`config.mk`:
```
export PLATFORM = sky130hd
export DESIGN_NAME = uart_regbank
export DESIGN_NICKNAME = d
export VERILOG_FILES = /design/src/rtl/uart_regbank_pkg.sv /design/src/rtl/uart_rst_sync.sv /design/src/rtl/uart_baud_counter.sv /design/src/rtl/uart_rx_store.sv /design/src/rtl/uart_regbank.sv
export SDC_FILE = /design/constraint.sdc
export NUM_CORES = 1
export LEC_CHECK = 0
export ABC_AREA = 0
export BUFFER_PORTS_ARGS = -buffer_cell sky130_fd_sc_hd__buf_2
export CORE_MARGIN = 2
export CORE_UTILIZATION = 55
export CTS_CLUSTER_SIZE = 8
export DETAILED_ROUTE_END_ITERATION = 10
export PLACE_DENSITY_LB_ADDON = 0.3
export SLEW_MARGIN = 20
export SYNTH_ARGS = -nofsm -noshare
export SYNTH_HDL_FRONTEND = slang
export SYNTH_SLANG_ARGS = --single-unit
```
`constraint.sdc`:
```
create_clock -name clk -period 6.2 [get_ports clk]
set_input_delay 0.31 -clock clk [delete_from_list [all_inputs] [get_ports clk]]
set_output_delay 0.31 -clock clk [all_outputs]
set_load 0.02 [all_outputs]
```
`src/rtl/uart_regbank_pkg.sv`:
```
package uart_regbank_pkg;
  localparam int ADDR_W = 4;
  localparam int DATA_W = 8;

  localparam int A_SHARED_LO = 0;
  localparam int A_SHARED_HI = 1;
  localparam int A_FIFO_CTL  = 2;
  localparam int A_LINE_CTL  = 3;
  localparam int A_LINE_STAT = 5;
  localparam int A_DIV_LO    = 8;
  localparam int A_DIV_HI    = 9;

  localparam int DLAB_BIT = 7;

  typedef enum logic [2:0] {
    SEL_NONE,
    SEL_RXTX,
    SEL_IEN,
    SEL_FCTL,
    SEL_LCTL,
    SEL_LSTAT,
    SEL_DIVLO,
    SEL_DIVHI
  } reg_sel_t;
endpackage

```
`src/rtl/uart_rst_sync.sv`:
```
module uart_rst_sync #(
  parameter int STAGES = 2
) (
  input  logic clk,
  input  logic rst_n,
  output logic rst_n_sync
);
  logic [STAGES-1:0] chain_q;

  always_ff @(posedge clk or negedge rst_n) begin
    if (!rst_n) chain_q <= '0;
    else        chain_q <= {chain_q[STAGES-2:0], 1'b1};
  end

  assign rst_n_sync = chain_q[STAGES-1];
endmodule

```
`src/rtl/uart_baud_counter.sv`:
```
module uart_baud_counter #(
  parameter int DIV_W = 16
) (
  input  logic             clk,
  input  logic             rst_n,
  input  logic [DIV_W-1:0] divisor,
  input  logic             reload,
  output logic             tick
);
  logic [DIV_W-1:0] cnt_q, cnt_d;
  logic             tick_q, tick_d;

  always_comb begin
    cnt_d  = cnt_q;
    tick_d = 1'b0;
    if (reload) begin
      cnt_d = divisor;
    end else if (divisor == '0) begin
      cnt_d = '0;
    end else if (cnt_q <= DIV_W'(1)) begin
      cnt_d  = divisor;
      tick_d = (cnt_q == DIV_W'(1));
    end else begin
      cnt_d = cnt_q - DIV_W'(1);
    end
  end

  always_ff @(posedge clk or negedge rst_n) begin
    if (!rst_n) begin
      cnt_q  <= '0;
      tick_q <= 1'b0;
    end else begin
      cnt_q  <= cnt_d;
      tick_q <= tick_d;
    end
  end

  assign tick = tick_q;

  assert_no_tick_at_zero_R6: assert property (@(posedge clk) disable iff (!rst_n)
    tick_q |-> ($past(divisor) != '0));
endmodule

```
`src/rtl/uart_rx_store.sv`:
```
module uart_rx_store #(
  parameter int DEPTH  = 16,
  parameter int DATA_W = 8
) (
  input  logic              clk,
  input  logic              rst_n,
  input  logic              flush,
  input  logic              single_mode,
  input  logic              push,
  input  logic [DATA_W-1:0] push_data,
  input  logic              pop,
  output logic [DATA_W-1:0] head,
  output logic              empty
);
  localparam int PTR_W = $clog2(DEPTH);
  localparam int CNT_W = $clog2(DEPTH + 1);

  logic [DATA_W-1:0] mem [DEPTH];
  logic [PTR_W-1:0]  rd_ptr_q, rd_ptr_d, wr_ptr_q, wr_ptr_d;
  logic [CNT_W-1:0]  cnt_q, cnt_d;
  logic              do_pop, do_push, do_over, full;
  logic [PTR_W-1:0]  wr_idx;

  assign empty   = (cnt_q == '0);
  assign full    = single_mode ? (cnt_q != '0) : (cnt_q == CNT_W'(DEPTH));
  assign do_pop  = pop && !empty && !flush;
  assign do_push = push && !flush && (!full || (single_mode && do_pop));
  assign do_over = push && !flush && single_mode && full && !do_pop;
  assign wr_idx  = do_over ? rd_ptr_q : wr_ptr_q;
  assign head    = mem[rd_ptr_q];

  always_comb begin
    rd_ptr_d = rd_ptr_q;
    wr_ptr_d = wr_ptr_q;
    cnt_d    = cnt_q;
    if (flush) begin
      rd_ptr_d = '0;
      wr_ptr_d = '0;
      cnt_d    = '0;
    end else begin
      if (do_pop) begin
        rd_ptr_d = rd_ptr_q + PTR_W'(1);
        cnt_d    = cnt_d - CNT_W'(1);
      end
      if (do_push) begin
        wr_ptr_d = wr_ptr_q + PTR_W'(1);
        cnt_d    = cnt_d + CNT_W'(1);
      end
    end
  end

  always_ff @(posedge clk or negedge rst_n) begin
    if (!rst_n) begin
      rd_ptr_q <= '0;
      wr_ptr_q <= '0;
      cnt_q    <= '0;
    end else begin
      rd_ptr_q <= rd_ptr_d;
      wr_ptr_q <= wr_ptr_d;
      cnt_q    <= cnt_d;
    end
  end

  always_ff @(posedge clk) begin
    if (do_push || do_over) mem[wr_idx] <= push_data;
  end

  assert_fifo_bound_R8: assert property (@(posedge clk) disable iff (!rst_n)
    cnt_q <= CNT_W'(DEPTH));
  assert_single_holds_one_R7: assert property (@(posedge clk) disable iff (!rst_n)
    ($past(single_mode) && single_mode && !$past(flush)) |-> (cnt_q <= CNT_W'(1)));
endmodule

```
`src/rtl/uart_regbank.sv`:
```
module uart_regbank
  import uart_regbank_pkg::*;
#(
  parameter int RX_DEPTH = 16
) (
  input  logic              clk,
  input  logic              rst_n,
  input  logic [ADDR_W-1:0] bus_addr,
  input  logic              bus_wr,
  input  logic              bus_rd,
  input  logic [DATA_W-1:0] bus_wdata,
  output logic [DATA_W-1:0] bus_rdata,
  output logic              bus_ready,
  input  logic              rx_push,
  input  logic [DATA_W-1:0] rx_data,
  output logic [DATA_W-1:0] thr_data,
  output logic              thr_load,
  output logic              baud_tick,
  output logic              irq
);
  localparam int DIV_W = 2 * DATA_W;

  logic              rst_ns;
  reg_sel_t          sel;
  logic              dlab;
  logic              div_sel, div_wr_pend, wr_acc, rd_acc, div_commit;
  logic              ws_first_q, ws_first_d, ws_done_q, ws_done_d;
  logic [DATA_W-1:0] dll_q, dll_d, dlh_q, dlh_d, ier_q, ier_d, lcr_q, lcr_d;
  logic [DATA_W-1:0] thr_q, thr_d, last_q, last_d;
  logic              fen_q, fen_d, thr_ld_q, thr_ld_d, reload_q;
  logic              flush, pop, rx_empty, dr;
  logic [DATA_W-1:0] rx_head, rbr_val;

  uart_rst_sync #(.STAGES(2)) u_rst (
    .clk(clk), .rst_n(rst_n), .rst_n_sync(rst_ns)
  );

  function automatic reg_sel_t decode(input logic [ADDR_W-1:0] a, input logic dl);
    case (int'(a))
      A_SHARED_LO: decode = dl ? SEL_DIVLO : SEL_RXTX;
      A_SHARED_HI: decode = dl ? SEL_DIVHI : SEL_IEN;
      A_FIFO_CTL:  decode = SEL_FCTL;
      A_LINE_CTL:  decode = SEL_LCTL;
      A_LINE_STAT: decode = SEL_LSTAT;
      A_DIV_LO:    decode = SEL_DIVLO;
      A_DIV_HI:    decode = SEL_DIVHI;
      default:     decode = SEL_NONE;
    endcase
  endfunction

  assign dlab        = lcr_q[DLAB_BIT];
  assign sel         = decode(bus_addr, dlab);
  assign div_sel     = (sel == SEL_DIVLO) || (sel == SEL_DIVHI);
  assign div_wr_pend = bus_wr && div_sel && !ws_done_q;
  assign bus_ready   = !div_wr_pend;
  assign wr_acc      = bus_wr && bus_ready;
  assign rd_acc      = bus_rd && bus_ready;
  assign div_commit  = wr_acc && div_sel;

  // wait-state sequencer: two held cycles, then acceptance
  always_comb begin
    ws_first_d = ws_first_q;
    ws_done_d  = 1'b0;
    if (div_wr_pend) begin
      if (!ws_first_q) begin
        ws_first_d = 1'b1;
      end else begin
        ws_first_d = 1'b0;
        ws_done_d  = 1'b1;
      end
    end
  end

  // register next-state
  always_comb begin
    dll_d    = dll_q;
    dlh_d    = dlh_q;
    ier_d    = ier_q;
    lcr_d    = lcr_q;
    thr_d    = thr_q;
    fen_d    = fen_q;
    thr_ld_d = 1'b0;
    if (wr_acc) begin
      case (sel)
        SEL_DIVLO: dll_d = bus_wdata;
        SEL_DIVHI: dlh_d = bus_wdata;
        SEL_IEN:   ier_d = bus_wdata;
        SEL_LCTL:  lcr_d = bus_wdata;
        SEL_FCTL:  fen_d = bus_wdata[0];
        SEL_RXTX: begin
          thr_d    = bus_wdata;
          thr_ld_d = 1'b1;
        end
        default: ;
      endcase
    end
  end

  assign flush   = wr_acc && (sel == SEL_FCTL) && (bus_wdata[0] != fen_q);
  assign pop     = rd_acc && (sel == SEL_RXTX);
  assign rbr_val = rx_empty ? last_q : rx_head;
  assign last_d  = (pop && !rx_empty) ? rx_head : last_q;
  assign dr      = !rx_empty;

  always_ff @(posedge clk or negedge rst_ns) begin
    if (!rst_ns) begin
      ws_first_q <= 1'b0;
      ws_done_q  <= 1'b0;
      dll_q      <= '0;
      dlh_q      <= '0;
      ier_q      <= '0;
      lcr_q      <= '0;
      thr_q      <= '0;
      fen_q      <= 1'b0;
      thr_ld_q   <= 1'b0;
      reload_q   <= 1'b0;
      last_q     <= '0;
    end else begin
      ws_first_q <= ws_first_d;
      ws_done_q  <= ws_done_d;
      dll_q      <= dll_d;
      dlh_q      <= dlh_d;
      ier_q      <= ier_d;
      lcr_q      <= lcr_d;
      thr_q      <= thr_d;
      fen_q      <= fen_d;
      thr_ld_q   <= thr_ld_d;
      reload_q   <= div_commit;
      last_q     <= last_d;
    end
  end

  uart_rx_store #(.DEPTH(RX_DEPTH), .DATA_W(DATA_W)) u_rx (
    .clk(clk), .rst_n(rst_ns), .flush(flush), .single_mode(!fen_q),
    .push(rx_push), .push_data(rx_data), .pop(pop),
    .head(rx_head), .empty(rx_empty)
  );

  uart_baud_counter #(.DIV_W(DIV_W)) u_baud (
    .clk(clk), .rst_n(rst_ns), .divisor({dlh_q, dll_q}),
    .reload(reload_q), .tick(baud_tick)
  );

  always_comb begin
    case (sel)
      SEL_RXTX:  bus_rdata = rbr_val;
      SEL_IEN:   bus_rdata = ier_q;
      SEL_FCTL:  bus_rdata = {{(DATA_W-1){1'b0}}, fen_q};
      SEL_LCTL:  bus_rdata = lcr_q;
      SEL_LSTAT: bus_rdata = {{(DATA_W-1){1'b0}}, dr};
      SEL_DIVLO: bus_rdata = dll_q;
      SEL_DIVHI: bus_rdata = dlh_q;
      default:   bus_rdata = '0;
    endcase
  end

  assign thr_data = thr_q;
  assign thr_load = thr_ld_q;
  assign irq      = ier_q[0] && dr;

  assert_two_waits_max_R5: assert property (@(posedge clk) disable iff (!rst_ns)
    (!bus_ready && $past(!bus_ready)) |=> bus_ready);
  assert_div_changes_on_write_R4: assert property (@(posedge clk) disable iff (!rst_ns)
    !$stable({dlh_q, dll_q}) |-> $past(bus_wr && bus_ready && div_sel));
  assert_dr_rises_on_push_R7: assert property (@(posedge clk) disable iff (!rst_ns)
    $rose(dr) |-> $past(rx_push));
  assert_dr_falls_on_read_R8: assert property (@(posedge clk) disable iff (!rst_ns)
    $fell(dr) |-> $past(pop || flush));
  assert_thr_pulse_single_R2: assert property (@(posedge clk) disable iff (!rst_ns)
    thr_load |=> !thr_load);
endmodule

```
Word-level counts from Yosys, hierarchy flattened:

Memory sizes are Yosys's and may differ from the RTL's.
Index checks and enable logic that the tools add are counted.
Widths: inputs -> output; s select.

* add/subtract/negate cells: 5
* order comparisons: 1
* eq/ne operators: 16
* muxes and demuxes: 28
* reduce and logical (&&, ||, !) cells: 39

Operator list (count)
* $pmux 8 s7: 1
* $mux 16: 3
* $pmux 3 s7: 1
* $mux 4: 5
* $mux 5: 4
* $logic_and 1x1->1: 17
* $eq 16x1->1 const B: 1
* $le 16x1->1 const B: 1
* $logic_not 16->1: 1
* $sub 16x1->16 const B: 1
* $eq 3x3->1 const B: 4
* $reduce_and 2->1: 6
* $mux 1: 11
* $add 4x1->4 const B: 2
* $eq 4x2->1 const B: 2
* $eq 4x4->1 const B: 2
* $mux 8: 1
* $logic_not 1->1: 7
* $eq 3x2->1 const B: 2
* $mux 3: 2
* $add 5x1->5 const B: 1
* $eq 5x5->1 const B: 1
* $logic_not 5->1: 1
* $reduce_bool 5->1: 1
* 8 further kinds: 11

* register bits after elaboration: 85
* bits in writable memories: 128
* input bits: 25
* logic and storage cells: 107
* memories kept: 1

Memories
* u_rx.mem: depth 16, bits a word 8, read ports 1, clocked after memory_dff 0, wr ports 1, line uart_rx_store.sv:18 `logic [DATA_W-1:0] mem [DEPTH];`

Logic depth before layout (Yosys ltp):

* depth in word-level cells: 18
* depth in mapped cells: 11
* gate-level depth less buffers: 9

By module:

From an unflattened synthesis, not the netlist that was laid out.

* cells, all modules: 677
* area total of the unflattened synthesis: 9723.1 um^2

By module, submodules not included
* uart_rx_store: times used 1, cells each 376, area each 6024.5 um^2, seq. area each 4169.0 um^2
* uart_regbank: times used 1, cells each 177, area each 2469.9 um^2, seq. area each 1326.3 um^2
* uart_baud_counter: times used 1, cells each 121, area each 1174.9 um^2, seq. area each 425.4 um^2
* uart_rst_sync: times used 1, cells each 3, area each 53.8 um^2, seq. area each 50.0 um^2

Least setup slack after synthesis:

OpenSTA, ideal clock, no wires.

* kind: register to register
* start: register u_rx.cnt_q[0]
* end: register u_rx.cnt_q[4]
* arrival time: 2.700 ns
* data required time: 6.072 ns
* slack: 3.373 ns
* stages on the path, launching flop included: 12
* buffers on the path: 2
* cells stage by stage: dfrtp_1 > inv_1 > ha_1 > or4b_4 > buf_6 > and3_1 > buf_6 > mux2i_4 > ha_1 > nor4b_2 > o21ai_1 > mux2_1

* word-level cells in the longest chain between the ends: 9

Ends and longest elaborated chain
* start: declaration: line uart_rx_store.sv:20 `logic [CNT_W-1:0] cnt_q, cnt_d;`
* start signal: assignment: line uart_rx_store.sv:60 `cnt_q <= cnt_d;`
* parallel branches: the longest is 7 deep, another holds $sub 5x1->5
* $mux 5 (*): line uart_rx_store.sv:45 `if (do_push) begin`
* $mux 5 (*): line uart_rx_store.sv:36 `if (flush) begin`
* via u_rx.cnt_d[4]: line uart_rx_store.sv:20

Mark *: on every way through the listed nets, which the timed path passes. The select of a mux whose other input is x is not followed.
A chain may end at the register's enable or synchronous reset.

Final worst setup path:

* start: register u_rx.cnt_q[0]
* end: memory u_rx.mem[7][1], enable pin

* word-level cells in the longest chain between the ends: 10

Ends and longest elaborated chain
* $logic_not 5->1: line uart_rx_store.sv:24 `assign empty = (cnt_q == '0);`
* $logic_not 1->1: line uart_rx_store.sv:26 `assign do_pop = pop && !empty && !flush;`
* $logic_and 1x1->1 (2 in series): line uart_rx_store.sv:26
* $logic_and 1x1->1: line uart_rx_store.sv:27 `assign do_push = push && !flush && (!full || (single_mode && do_pop));`
* $logic_or 1x1->1: line uart_rx_store.sv:27
* $logic_and 1x1->1: line uart_rx_store.sv:27
* $logic_or 1x1->1: line uart_rx_store.sv:65 `if (do_push || do_over) mem[wr_idx] <= push_data;`
* $mux 1: line uart_rx_store.sv:65
* $mux 1 (implied by the code): line uart_rx_store.sv:65
* end: declaration: line uart_rx_store.sv:18

Parallel ways exist; a longest one is shown, timed or not.

==> qor.log <==
[place] Routability Congestion 0.888
[sta] transition at the pin with the smallest max-transition slack 0.964 ns
[route] DRT iter0 DRCs 631
[cts] count of H-tree levels built during CTS 1
[cts] clock tree buffer depth 3
[synthesis] number of enable flip-flop cells after synthesis 128
[cts] Clk Latency, worst-skew pair 0.53 ns
[worst_setup_path] CP Capture Type flip-flop
[place] hpwl dp 13900 um
[worst_setup_path] Buf/Inv on CP 1
[synthesis] most used flip-flop cell after synthesis sky130_fd_sc_hd__edfxtp_1
[global_routing] maximum number of pins on one net before global-route repair 84
[route] Final ANT Viol Nets 0
[cts] cts bufs inserted 30
[synthesis] Distinct cells, synth 70
[worst_setup_path] required time of the critical path 6.35 ns
[final_layout] Final Util 63.1%
[sta] Final WS setup 2.75 ns
[worst_setup_path] reg2reg path depth 7
[route] routed via count 5888
[sta] FMAX 290 MHz
[global_routing] initial antenna violation count 0
[sta] number of endpoints failing setup at the final stage 0
[final_layout] non-filler instance count after layout 939
[worst_setup_path] launching element of the worst setup path u_rx.cnt_q[0]
[pwr] leakage power of the design 4.02 nW
[final_layout] fillcell total 1234
[synthesis] flip-flop and latch count after synthesis 213
[sta] final total negative setup slack 0 ns
[cts] clock root buffer master sky130_fd_sc_hd__clkbuf_16
[die] Initial Utilization 55.8%
[global_routing] global-route wire length before repair 32900 um
[final_layout] fin nets 726
[route] per-cell via count in the routed design 6.27
[cts] Post CTS Setup Buffer Count 0
[synthesis] Syn Area/Cell 14.8 sq um
[cts] clock sink total 213
[global_routing] total routing usage reported by global routing 23.4%
[worst_setup_path] maximum single-stage delay on the critical path 0.72 ns
[place] worst slack after detailed placement 2.76 ns
[route] number of design rule violations left after detail routing 0
[die] area of the die 18400 sq um
[worst_setup_path] cell family with the largest share of critical-path delay compound AO/OA/AOI/OAI gates
[worst_setup_path] Crit-path slowest cell sky130_fd_sc_hd__a21oi_1
[sta] RSZ-0062 raised after global routing no
[global_routing] global-route congestion overflow total 0
[synthesis] post-synthesis async set-or-reset flop share 39.9%
[cts] clock slew seen by the registers of the worst setup and hold paths 0.05 ns
[worst_setup_path] kind of start point of the critical path flip-flop
[place] instance count after placement with tap cells included 886
[min_path] type of the tightest min-delay check primary input to flip-flop
[final_layout] # diodes 0
[die] total number of placement rows 48
[cts] TritonCTS clock tree yes
[die] area of the core region 17100 sq um
[worst_setup_path] Register-to-Register Setup Slack 2.75 ns
[worst_setup_path] worst reg2reg path startpoint u_rx.cnt_q[0]
[flow_run] max-cap check violation count 0
[worst_setup_path] capturing element of the worst setup path u_rx.mem[7][1]
[worst_setup_path] CP Max Fanout 16
[worst_setup_path] Worst Setup Path Type flip-flop to flip-flop
[synthesis] Synthesis Warnings 0
[final_layout] layout cells sized above 1 26.2%
[pwr] Total Power Consumption 4.57 mW
[sta] worst rel slew slack 35.8%
[route] wire length per cell after detailed routing 22.4 um
[global_routing] vias in the first global route 5862
[synthesis] Synthesized Nets 676
[worst_setup_path] logic depth of the worst setup path including buffers 7
[final_layout] Area Growth Syn to Fin 13.1%
[route] sum of routed wire length over all layers 21000 um
[die] ports placed on the boundary 45
[pwr] Power Density 424 nW/um^2
[place] quantity of I/O buffers inserted on ports 44
[outcome] run status finished, final reports clean
[sta] Final Hold Vio Count 0
[sta] final worst-path cycle share 55.7%
[worst_setup_path] cell chain of the critical path inv_1 -> ha_1 -> nor4b_2 -> a211oi_4 -> and3_1 -> nand4_1 -> a21oi_1
[pwr] highest ir drop seen on vdd 0.371 mV
[worst_setup_path] signal arrival time at the worst endpoint 3.60 ns
[synthesis] Gate Count Post-Synth 645
[synthesis] register area share after synthesis 62.5%
[sta] post-route clock skew 0.00946 ns
[route] first-pass iteration count of the detailed router 5
[synthesis] netlist area before placement 9550 sq um
[die] Die X-Extent 136 um
[sta] min Tclk post-route 3.45 ns
[sta] final count of pins violating max slew 0
[die] height of the die 136 um
[worst_setup_path] critical register-to-register path endpoint u_rx.mem[7][1]
## cells by family after synthesis
kind of cell	Yosys count	synth area share [%]
AND/OR/NAND/NOR	181	10.8
other	1	0.0393
adder cells (fa/ha/maj)	6	0.786
buffers and inverters	39	1.99
flip-flops	213	62.5
AO/OA/AOI/OAI	91	6.77
XOR/XNOR	23	2.31
multiplexers	91	14.8
## registers in the layout, indices dropped and copies added, names as in the netlist
register       count
lcr_q              8
u_baud.tick        1
thr_data           8
dll_q              8
u_rx.mem         128
ws_done_q          1
fen_q              1
thr_load           1
ier_q              8
reload_q           1
u_rx.cnt_q         5
dlh_q              8
u_baud.cnt_q      16
ws_first_q         1
u_rx.rd_ptr_q      4
last_q             8
u_rx.wr_ptr_q      4
u_rst.chain_q      2
## area by class of cell
class,count,area (sq um),area share [%]
Tap cell,225,282,2.61
Timing Repair Buffer,48,273,2.53
Clock buffer,50,826,7.65
Inverter,9,33.8,0.313
Sequential cell,213,5980,55.3
Clock inverter,1,16.3,0.151
Multi-Input combinational cell,393,3390,31.4
## report_power, final
group	internal (mW)	leakage (nW)	switching, mW
Clock	0.890	0.400	0.557
Combinational	0.531	1.40	0.598
Sequential	1.76	2.22	0.234
## synthesized netlist by cell type (3+ instances only)
master / number / area [sq um]
sky130_fd_sc_hd__nand3_1: 18 / 90.1
sky130_fd_sc_hd__or2_2: 3 / 18.8
sky130_fd_sc_hd__dfrtp_1: 85 / 2130
sky130_fd_sc_hd__and4_1: 3 / 26.3
sky130_fd_sc_hd__nand4_1: 11 / 68.8
sky130_fd_sc_hd__clkbuf_1: 13 / 48.8
sky130_fd_sc_hd__a21oi_1: 18 / 90.1
sky130_fd_sc_hd__inv_1: 9 / 33.8
sky130_fd_sc_hd__mux2i_1: 7 / 70.1
sky130_fd_sc_hd__nor4_1: 8 / 50.1
sky130_fd_sc_hd__and2_1: 3 / 18.8
sky130_fd_sc_hd__o21ai_0: 5 / 25.0
sky130_fd_sc_hd__nor2b_1: 9 / 56.3
sky130_fd_sc_hd__nand3b_1: 7 / 52.6
sky130_fd_sc_hd__xor2_1: 7 / 61.3
sky130_fd_sc_hd__mux2_2: 43 / 484
sky130_fd_sc_hd__a22oi_1: 30 / 225
sky130_fd_sc_hd__mux4_2: 32 / 721
sky130_fd_sc_hd__ha_1: 6 / 75.1
sky130_fd_sc_hd__xnor2_1: 15 / 131
sky130_fd_sc_hd__buf_6: 4 / 45.0
sky130_fd_sc_hd__a211oi_1: 6 / 45.0
sky130_fd_sc_hd__nor3_1: 4 / 20.0
sky130_fd_sc_hd__o21ai_1: 7 / 35.0
sky130_fd_sc_hd__edfxtp_1: 128 / 3840
sky130_fd_sc_hd__mux2_4: 7 / 105
sky130_fd_sc_hd__nand2_1: 44 / 165
sky130_fd_sc_hd__a221o_1: 7 / 70.1
sky130_fd_sc_hd__or3_1: 3 / 18.8
sky130_fd_sc_hd__nor2_1: 33 / 124
sky130_fd_sc_hd__o21a_1: 3 / 22.5
sky130_fd_sc_hd__buf_2: 11 / 55.1
sky130_fd_sc_hd__and3_1: 9 / 56.3
sky130_fd_sc_hd__nor3_2: 6 / 60.1
## routing by layer
metal  up-vias  track usage, %  wire, um
met5         -               0         0
li1       2596               -         -
met3        36            4.56      1480
met4         0            6.48       561
met2       263            35.9      9950
met1      2993            34.8      9040
## worst min-delay path by stage
| stage | start | to | slack [ns] | depth (start not counted) |
|---|---|---|---|---|
| finish | bus_wdata[1] | thr_data[1] | 0.09 | 2 |
| global route | rst_n | u_rst.chain_q[0] | 0.09 | 2 |
| CTS | bus_wdata[1] | thr_data[1] | 0.07 | 2 |
| detailed placement | rst_n | u_rst.chain_q[0] | 0.1 | 1 |
| global placement | rst_n | u_rst.chain_q[0] | 0.1 | 1 |
| floorplan | rst_n | u_rst.chain_q[0] | 0.01 | 0 |
## layout by cell type, fill, tap and decap left out, types with 4 or more instances in the layout
| master | netlist | routed |
|---|---|---|
| sky130_fd_sc_hd__nor2b_1 | 9 | 9 |
| sky130_fd_sc_hd__a211oi_1 | 6 | 6 |
| sky130_fd_sc_hd__clkbuf_1 | 13 | 20 |
| sky130_fd_sc_hd__mux2_4 | 7 | 7 |
| sky130_fd_sc_hd__nand3_1 | 18 | 18 |
| sky130_fd_sc_hd__a22oi_1 | 30 | 30 |
| sky130_fd_sc_hd__edfxtp_1 | 128 | 128 |
| sky130_fd_sc_hd__and3_1 | 9 | 9 |
| sky130_fd_sc_hd__nor4_1 | 8 | 8 |
| sky130_fd_sc_hd__nand2_1 | 44 | 44 |
| sky130_fd_sc_hd__nor2_1 | 33 | 33 |
| sky130_fd_sc_hd__o21ai_0 | 5 | 5 |
| sky130_fd_sc_hd__xor2_1 | 7 | 7 |
| sky130_fd_sc_hd__nand4_1 | 11 | 11 |
| sky130_fd_sc_hd__a21oi_1 | 18 | 17 |
| sky130_fd_sc_hd__clkbuf_16 | 0 | 30 |
| sky130_fd_sc_hd__mux2_2 | 43 | 43 |
| sky130_fd_sc_hd__mux2i_1 | 7 | 7 |
| sky130_fd_sc_hd__dfrtp_1 | 85 | 83 |
| sky130_fd_sc_hd__nand3b_1 | 7 | 7 |
| sky130_fd_sc_hd__nor3_2 | 6 | 6 |
| sky130_fd_sc_hd__xnor2_1 | 15 | 15 |
| sky130_fd_sc_hd__nor3_1 | 4 | 4 |
| sky130_fd_sc_hd__a221o_1 | 7 | 7 |
| sky130_fd_sc_hd__ha_1 | 6 | 6 |
| sky130_fd_sc_hd__mux4_2 | 32 | 32 |
| sky130_fd_sc_hd__o21ai_1 | 7 | 7 |
| sky130_fd_sc_hd__buf_2 | 11 | 44 |
| sky130_fd_sc_hd__inv_1 | 9 | 9 |
## what timing repair did
action / CTS / global route
endpoints found under the hold margin: 2 / 0
hold buffers: 1 / 0
resized for setup: 0 / 0
## per-stage QoR
stage                     hold WS [ns]  instance area, sq um
final                           0.0881                 10800
after global routing            0.0850                 10800
after CTS                       0.0702                 10800
after detailed placement        0.0966                  9910
after global placement          0.0963                  9910
after floorplan                 0.0144                  9550
(Power assumes the default switching activity.)
